--- src/rtl/popc_pkg.sv ---
package popc_pkg;

  localparam int MAX_COLS = 32;

  // Result width: floor(log2(b)) + 1.
  function automatic int out_width(input int b);
    int w;
    w = 1;
    while ((1 << w) <= b) w++;
    return w;
  endfunction

  // Adder groups that a column of n bits is split into (triples, then a remainder).
  function automatic int n_groups(input int n);
    return (n + 2) / 3;
  endfunction

  // Groups that produce a carry: full triples, and a remainder of two bits.
  function automatic int n_carries(input int n);
    return (n / 3) + (((n % 3) == 2) ? 1 : 0);
  endfunction

  // Bits held in column c after s register levels.
  function automatic int col_count(input int b, input int ow, input int s, input int c);
    int n  [MAX_COLS];
    int nx [MAX_COLS];
    for (int k = 0; k < MAX_COLS; k++) begin
      n[k]  = 0;
      nx[k] = 0;
    end
    n[0] = b;
    for (int t = 0; t < s; t++) begin
      for (int k = 0; k < ow; k++) begin
        nx[k] = n_groups(n[k]);
        if (k > 0) nx[k] = nx[k] + n_carries(n[k-1]);
      end
      for (int k = 0; k < ow; k++) n[k] = nx[k];
    end
    return n[c];
  endfunction

  // Position of column c inside the flat vector of level s.
  function automatic int col_offset(input int b, input int ow, input int s, input int c);
    int acc;
    acc = 0;
    for (int k = 0; k < c; k++) acc = acc + col_count(b, ow, s, k);
    return acc;
  endfunction

  function automatic int level_width(input int b, input int ow, input int s);
    return col_offset(b, ow, s, ow);
  endfunction

  // Number of register levels until every column holds at most one bit.
  function automatic int level_count(input int b, input int ow);
    int worst;
    for (int s = 0; s < 4 * ow + 8; s++) begin
      worst = 0;
      for (int c = 0; c < ow; c++)
        if (col_count(b, ow, s, c) > worst) worst = col_count(b, ow, s, c);
      if (worst <= 1) return s;
    end
    return 4 * ow + 8;
  endfunction

endpackage

--- src/rtl/popc_fa_cell.sv ---
module popc_fa_cell (
  input  logic clk,
  input  logic rst,
  input  logic a,
  input  logic b,
  input  logic ci,
  output logic sum_q,
  output logic carry_q
);

  always_ff @(posedge clk) begin
    if (rst) begin
      sum_q   <= 1'b0;
      carry_q <= 1'b0;
    end else begin
      sum_q   <= a ^ b ^ ci;
      carry_q <= (a & b) | (a & ci) | (b & ci);
    end
  end

endmodule

--- src/rtl/popc_level.sv ---
// One register level of all trees: every column is cut into groups of up to
// three bits. Each group yields a sum in its own column and, when it has two
// or more bits, a carry into the next column. The top column keeps sums only.
module popc_level
  import popc_pkg::*;
#(
  parameter int B  = 15,
  parameter int OW = 4,
  parameter int S  = 0,
  localparam int TIN  = level_width(B, OW, S),
  localparam int TOUT = level_width(B, OW, S + 1)
) (
  input  logic            clk,
  input  logic            rst,
  input  logic [TIN-1:0]  din,
  output logic [TOUT-1:0] dout
);

  for (genvar c = 0; c < OW; c++) begin : g_col
    localparam int N   = col_count(B, OW, S, c);
    localparam int G   = n_groups(N);
    localparam int OFI = col_offset(B, OW, S, c);
    localparam int OFO = col_offset(B, OW, S + 1, c);
    // carries from this column land after the sums of the next column
    localparam int OFN = (c < OW - 1) ?
                         col_offset(B, OW, S + 1, c + 1) + n_groups(col_count(B, OW, S, c + 1)) : 0;

    for (genvar g = 0; g < G; g++) begin : g_grp
      localparam int SZ = ((N - 3 * g) >= 3) ? 3 : (N - 3 * g);

      if (c == OW - 1) begin : g_top
        logic sq;
        always_ff @(posedge clk) begin
          if (rst) sq <= 1'b0;
          else     sq <= ^din[OFI + 3 * g +: SZ];
        end
        assign dout[OFO + g] = sq;
      end else if (SZ == 1) begin : g_dly
        logic dq;
        always_ff @(posedge clk) begin
          if (rst) dq <= 1'b0;
          else     dq <= din[OFI + 3 * g];
        end
        assign dout[OFO + g] = dq;
      end else begin : g_fa
        logic ci_w, s_w, c_w;
        if (SZ == 3) begin : g_three
          assign ci_w = din[OFI + 3 * g + 2];
        end else begin : g_two
          assign ci_w = 1'b0;
        end
        popc_fa_cell u_fa (
          .clk     (clk),
          .rst     (rst),
          .a       (din[OFI + 3 * g]),
          .b       (din[OFI + 3 * g + 1]),
          .ci      (ci_w),
          .sum_q   (s_w),
          .carry_q (c_w)
        );
        assign dout[OFO + g] = s_w;
        assign dout[OFN + g] = c_w;
      end
    end
  end

endmodule

--- src/rtl/popc_valid_line.sv ---
module popc_valid_line #(
  parameter int DEPTH = 6
) (
  input  logic clk,
  input  logic rst,
  input  logic vin,
  output logic vout
);

  if (DEPTH == 0) begin : g_none
    assign vout = vin;
  end else begin : g_shift
    logic [DEPTH-1:0] sr;
    always_ff @(posedge clk) begin
      if (rst) begin
        sr <= '0;
      end else begin
        sr[0] <= vin;
        for (int k = 1; k < DEPTH; k++) sr[k] <= sr[k-1];
      end
    end
    assign vout = sr[DEPTH-1];
  end

endmodule

--- src/rtl/fa_popcount_pipe.sv ---
module fa_popcount_pipe
  import popc_pkg::*;
#(
  parameter int IN_W = 15,
  localparam int CNT_W = out_width(IN_W)
) (
  input  logic             clk,
  input  logic             rst,
  input  logic             in_valid,
  input  logic [IN_W-1:0]  in_bits,
  output logic             out_valid,
  output logic [CNT_W-1:0] out_count
);

  localparam int LAT = level_count(IN_W, CNT_W);

  for (genvar s = 0; s < LAT; s++) begin : g_lvl
    logic [level_width(IN_W, CNT_W, s + 1)-1:0] q;
    if (s == 0) begin : g_first
      popc_level #(.B(IN_W), .OW(CNT_W), .S(s)) u_level (
        .clk  (clk),
        .rst  (rst),
        .din  (in_bits),
        .dout (q)
      );
    end else begin : g_next
      popc_level #(.B(IN_W), .OW(CNT_W), .S(s)) u_level (
        .clk  (clk),
        .rst  (rst),
        .din  (g_lvl[s-1].q),
        .dout (q)
      );
    end
  end

  if (LAT == 0) begin : g_wire
    assign out_count = CNT_W'(in_bits);
  end else begin : g_reg
    assign out_count = g_lvl[LAT-1].q;
  end

  popc_valid_line #(.DEPTH(LAT)) u_vline (
    .clk  (clk),
    .rst  (rst),
    .vin  (in_valid & ~rst),
    .vout (out_valid)
  );

endmodule

--- config.mk ---
export PLATFORM = sky130hd
export DESIGN_NAME = fa_popcount_pipe
export DESIGN_NICKNAME = d
export VERILOG_FILES = /design/src/rtl/popc_pkg.sv /design/src/rtl/popc_fa_cell.sv /design/src/rtl/popc_level.sv /design/src/rtl/popc_valid_line.sv /design/src/rtl/fa_popcount_pipe.sv
export SDC_FILE = /design/constraint.sdc
export NUM_CORES = 1
export LEC_CHECK = 0
export ABC_AREA = 1
export CORE_MARGIN = 5
export CORE_UTILIZATION = 45
export DETAILED_ROUTE_END_ITERATION = 6
export PLACE_DENSITY = 0.68
export SLEW_MARGIN = 20
export SYNTH_ARGS = -nofsm -noshare
export SYNTH_HDL_FRONTEND = slang
export SYNTH_SLANG_ARGS = --single-unit
--- constraint.sdc ---
create_clock -name clk -period 1.07 [get_ports clk]
set_input_delay 0.107 -clock clk [delete_from_list [all_inputs] [get_ports clk]]
set_output_delay 0.107 -clock clk [all_outputs]
set_load 0.1 [all_outputs]
==> run summary, run 1 <==
Switch share: 22.9%
Post-CTS Hold Buffers: 0
Synth area leader: sky130_fd_sc_hd__dfxtp_1
Total of flip-flops plus latches after synthesis: 46
Max-slew violation count: 0
PortBufs: 22
Die X-Extent: 70.1 um
TritonCTS clock tree: yes
Final Hold Vio Count: 0
DRC violations left: 0
Cell chain of the critical path: fa_1 > inv_1 > nor2_1
Die footprint: 0.00492 mm2
Setup slack after placement: -198 ps
Maximum fanout along the worst path: 1
Standard-cell row count: 21
Synth-to-layout area growth: 20.0%
Largest delay contributor family on the critical path: adder cells
Buffers & Inverters on Critical Path: 1
Maximum single-stage delay on the critical path: 520 ps
Number of top-level design ports: 23
Total power after layout: 2.96 mW
Detail-routed via count per cell: 4.03
Warnings, synthesis: 0
Netlist Area Pre-Place: 0.00163 mm2
Worst slew slack as a fraction of its limit: 88.8%
Crit path max-delay cell type: sky130_fd_sc_hd__fa_1
Fin Clk Skew: 4.44 ps
Number of violations reported at the end of detailed-routing iteration 0: 19
Cell Int Power: 2.28 mW
Flop-to-flop setup slack: 40 ps
DRT Pass-1 Iters: 4
Placer Congestion: 0.653
Final setup fails: 0
Number of stages on the worst hold path: 3
Logic depth of the worst setup path including buffers: 3
Vias after detailed routing: 956
Average routed wire per standard cell: 8.12 um
Post-detailed-routing wire length: 1930 um
Slew at the pin closest to its max-slew limit: 168 ps
NetSw: 0.678 mW
Logic pwr share: 10.2%
Clock slew at the register clock pins of the worst setup and hold paths: 110 ps
Final net count: 223
Ant diodes: 0
Worst Slack Setup Final: 39.7 ps
Top cell type's share of synthesized area: 56.6%
Main area contributors after synthesis: sky130_fd_sc_hd__dfxtp_1 57%, sky130_fd_sc_hd__fa_1 11%, sky130_fd_sc_hd__nor2_1 11%
Antenna violations before repair: 0
Avg Cell Area, Syn: 9.74 um2
Largest net degree at the start of global routing: 19
Clock buffer count from CTS: 5
Final Cycle Share: 96.3%
Standard cell core area: 0.00342 mm2
Sequential fraction of design power: 62.5%
Part of the total power dissipated in the clock network: 27.3%
Class of the most critical hold timing path: in -> reg
Number of buffers on the longest clock path: 2
Ratio of cells with drive above 1 in the final layout: 8.38%
Beginning of the worst hold path: in_valid
Global-route wire length before repair: 3570 um
Worst Path Arrival: 1320 ps
FMAX: 971 MHz
Clock latency at the later pin of the worst-skew pair: 350 ps
Gr ovfl total: 0
Power density cells: 1520 mW/mm2
Remaining number of nets flagged by the antenna check after routing: 0
Total clock sinks: 46
HPWL after detailed placement: 1510 um
Number of H-tree levels: 2
Depth of the most critical reg-to-reg path: 3
Maximum vdd drop: 0.703 mV
Worst Hold End: u_vline.g_shift.sr[0]
Root buf cell: sky130_fd_sc_hd__clkbuf_4
MaxCap Viol Count: 0
Sequential-to-total area share from yosys stat: 56.6%
Critical path capture point type: flip-flop
Y dimension of the die: 70.1 um
Synthesized instance count: 167
Required time of the worst setup path: 1360 ps
Number of global-route vias before repair: 939
Kind of critical path: reg -> reg
Combined global-route utilization of all metal layers: 9.32%
Status: finished clean
RSZ-0062 raised after global routing: true
Post-layout min period: 1030 ps
Starting density of the core: 47.6%
Worst setup SP type: flip-flop
Number of distinct library cell variants in the gate-level netlist after synthesis: 8
Standby leakage power: 0.893 nW
Syn nets: 200
Post-CTS Repair Setup Buffers: 0
cells by family (layout without fill, tap and decap cells):
kind of cell               count (synthesis)  count (layout)  share of synthesized area (%)
DFF                                       46              46                           56.6
adders and majority gates                 15              15                           15.7
buffers and inverters                     54              78                           15.7
and+or+nand+nor                           52              52                           12.0
sequential cells by signal (all words and copies together), names as in the netlist:
| signal | flops |
|---|---|
| g_lvl.g_first.u_level.g_col.g_grp.g_fa.u_fa.carry_q | 5 |
| u_vline.g_shift.sr | 6 |
| g_lvl.g_first.u_level.g_col.g_grp.g_fa.u_fa.sum_q | 5 |
| g_lvl.g_next.u_level.g_col.g_grp.g_fa.u_fa.carry_q | 10 |
| g_lvl.g_next.u_level.g_col.g_grp.g_top.sq | 3 |
| g_lvl.g_next.u_level.g_col.g_grp.g_fa.u_fa.sum_q | 10 |
| g_lvl.g_next.u_level.g_col.g_grp.g_dly.dq | 7 |
worst max path at each step:
stage	startpoint	end	slack, ps
floorplan	u_vline.g_shift.sr[5]	out_valid	50
global placement	in_bits[9]	flip-flop	-160
detailed placement	in_bits[0]	flip-flop	-200
CTS	flip-flop	out_count[2]	30
global route	flip-flop	flip-flop	-20
finish	flip-flop	flip-flop	40
tightest hold or removal path, cell delays in order:
cell,delay (ps)
sky130_fd_sc_hd__clkdlybuf4s50_1,410
sky130_fd_sc_hd__inv_1,50
sky130_fd_sc_hd__nor2_1,30
metrics by stage:
stage	hold slack (ps)	utilization [%]	cell area [um2]	cells	TNS, ps
after CTS	272	57.1	1950	237	0
after global routing	286	57.1	1950	237	-17.4
after global placement	389	55.3	1890	229	-1290
final	283	57.1	1950	237	0
after floorplan	214	-	1630	167	0
after detailed placement	395	55.3	1890	229	-1620
layout make-up:
class / count / area, um2
Fill cell: 303 / 1460
Sequential cell: 46 / 922
Multi-Input combinational cell: 67 / 450
Timing Repair Buffer: 25 / 293
Inverter: 45 / 169
Tap cell: 46 / 57.6
Clock buffer: 7 / 55.1
Clock inverter: 1 / 5.00
placed cells by master (no fill, tap or decap):
| master | netlist | routed |
|---|---|---|
| sky130_fd_sc_hd__clkbuf_1 | 0 | 1 |
| sky130_fd_sc_hd__clkbuf_8 | 0 | 1 |
| sky130_fd_sc_hd__clkinv_2 | 0 | 1 |
| sky130_fd_sc_hd__dfxtp_1 | 46 | 45 |
| sky130_fd_sc_hd__nor2_1 | 48 | 48 |
| sky130_fd_sc_hd__clkdlybuf4s50_1 | 0 | 17 |
| sky130_fd_sc_hd__nand2_1 | 4 | 4 |
| sky130_fd_sc_hd__clkbuf_4 | 0 | 5 |
| sky130_fd_sc_hd__inv_1 | 45 | 45 |
| sky130_fd_sc_hd__buf_4 | 4 | 3 |
| sky130_fd_sc_hd__fa_1 | 9 | 9 |
| sky130_fd_sc_hd__ha_1 | 6 | 6 |
| sky130_fd_sc_hd__dfxtp_2 | 0 | 1 |
| sky130_fd_sc_hd__buf_12 | 0 | 5 |
layer usage:
metal  part of all wire, %  GRT usage [%]  vias up
met5                     0              0        -
met4                   3.7           7.02        0
met3                   8.2           4.16        7
met2                    52           14.6       25
met1                    36           9.77      423
li1                      -              -      501
power by group through the flow:
stage / Clock [mW] / Sequential, mW / Combinational [mW]
after global placement: 0 / 1.89 / 0.294
after CTS: 0.839 / 1.85 / 0.311
after detailed placement: 0 / 1.89 / 0.310
after global routing: 0.912 / 1.86 / 0.360
after floorplan: 0 / 1.88 / 0.202
final: 0.808 / 1.85 / 0.302
cells in the mapped netlist:
cell type,number
sky130_fd_sc_hd__buf_6,5
sky130_fd_sc_hd__nand2_1,4
sky130_fd_sc_hd__dfxtp_1,46
sky130_fd_sc_hd__nor2_1,48
sky130_fd_sc_hd__ha_1,6
sky130_fd_sc_hd__inv_1,45
sky130_fd_sc_hd__fa_1,9
sky130_fd_sc_hd__buf_4,4
timing repair:
item                                   CTS  global route
resized for setup                        0             1
setup endpoints to repair                0             1
endpoints found under the hold margin    0             0
Note: power is estimated with default switching activity, not from simulation.
==> inputs of run 2 (changes only) <==
Settings changed: CAP_MARGIN set to 20.
==> results of run 2 <==
Final layout, timing and power as in run 1 (identical DEF).
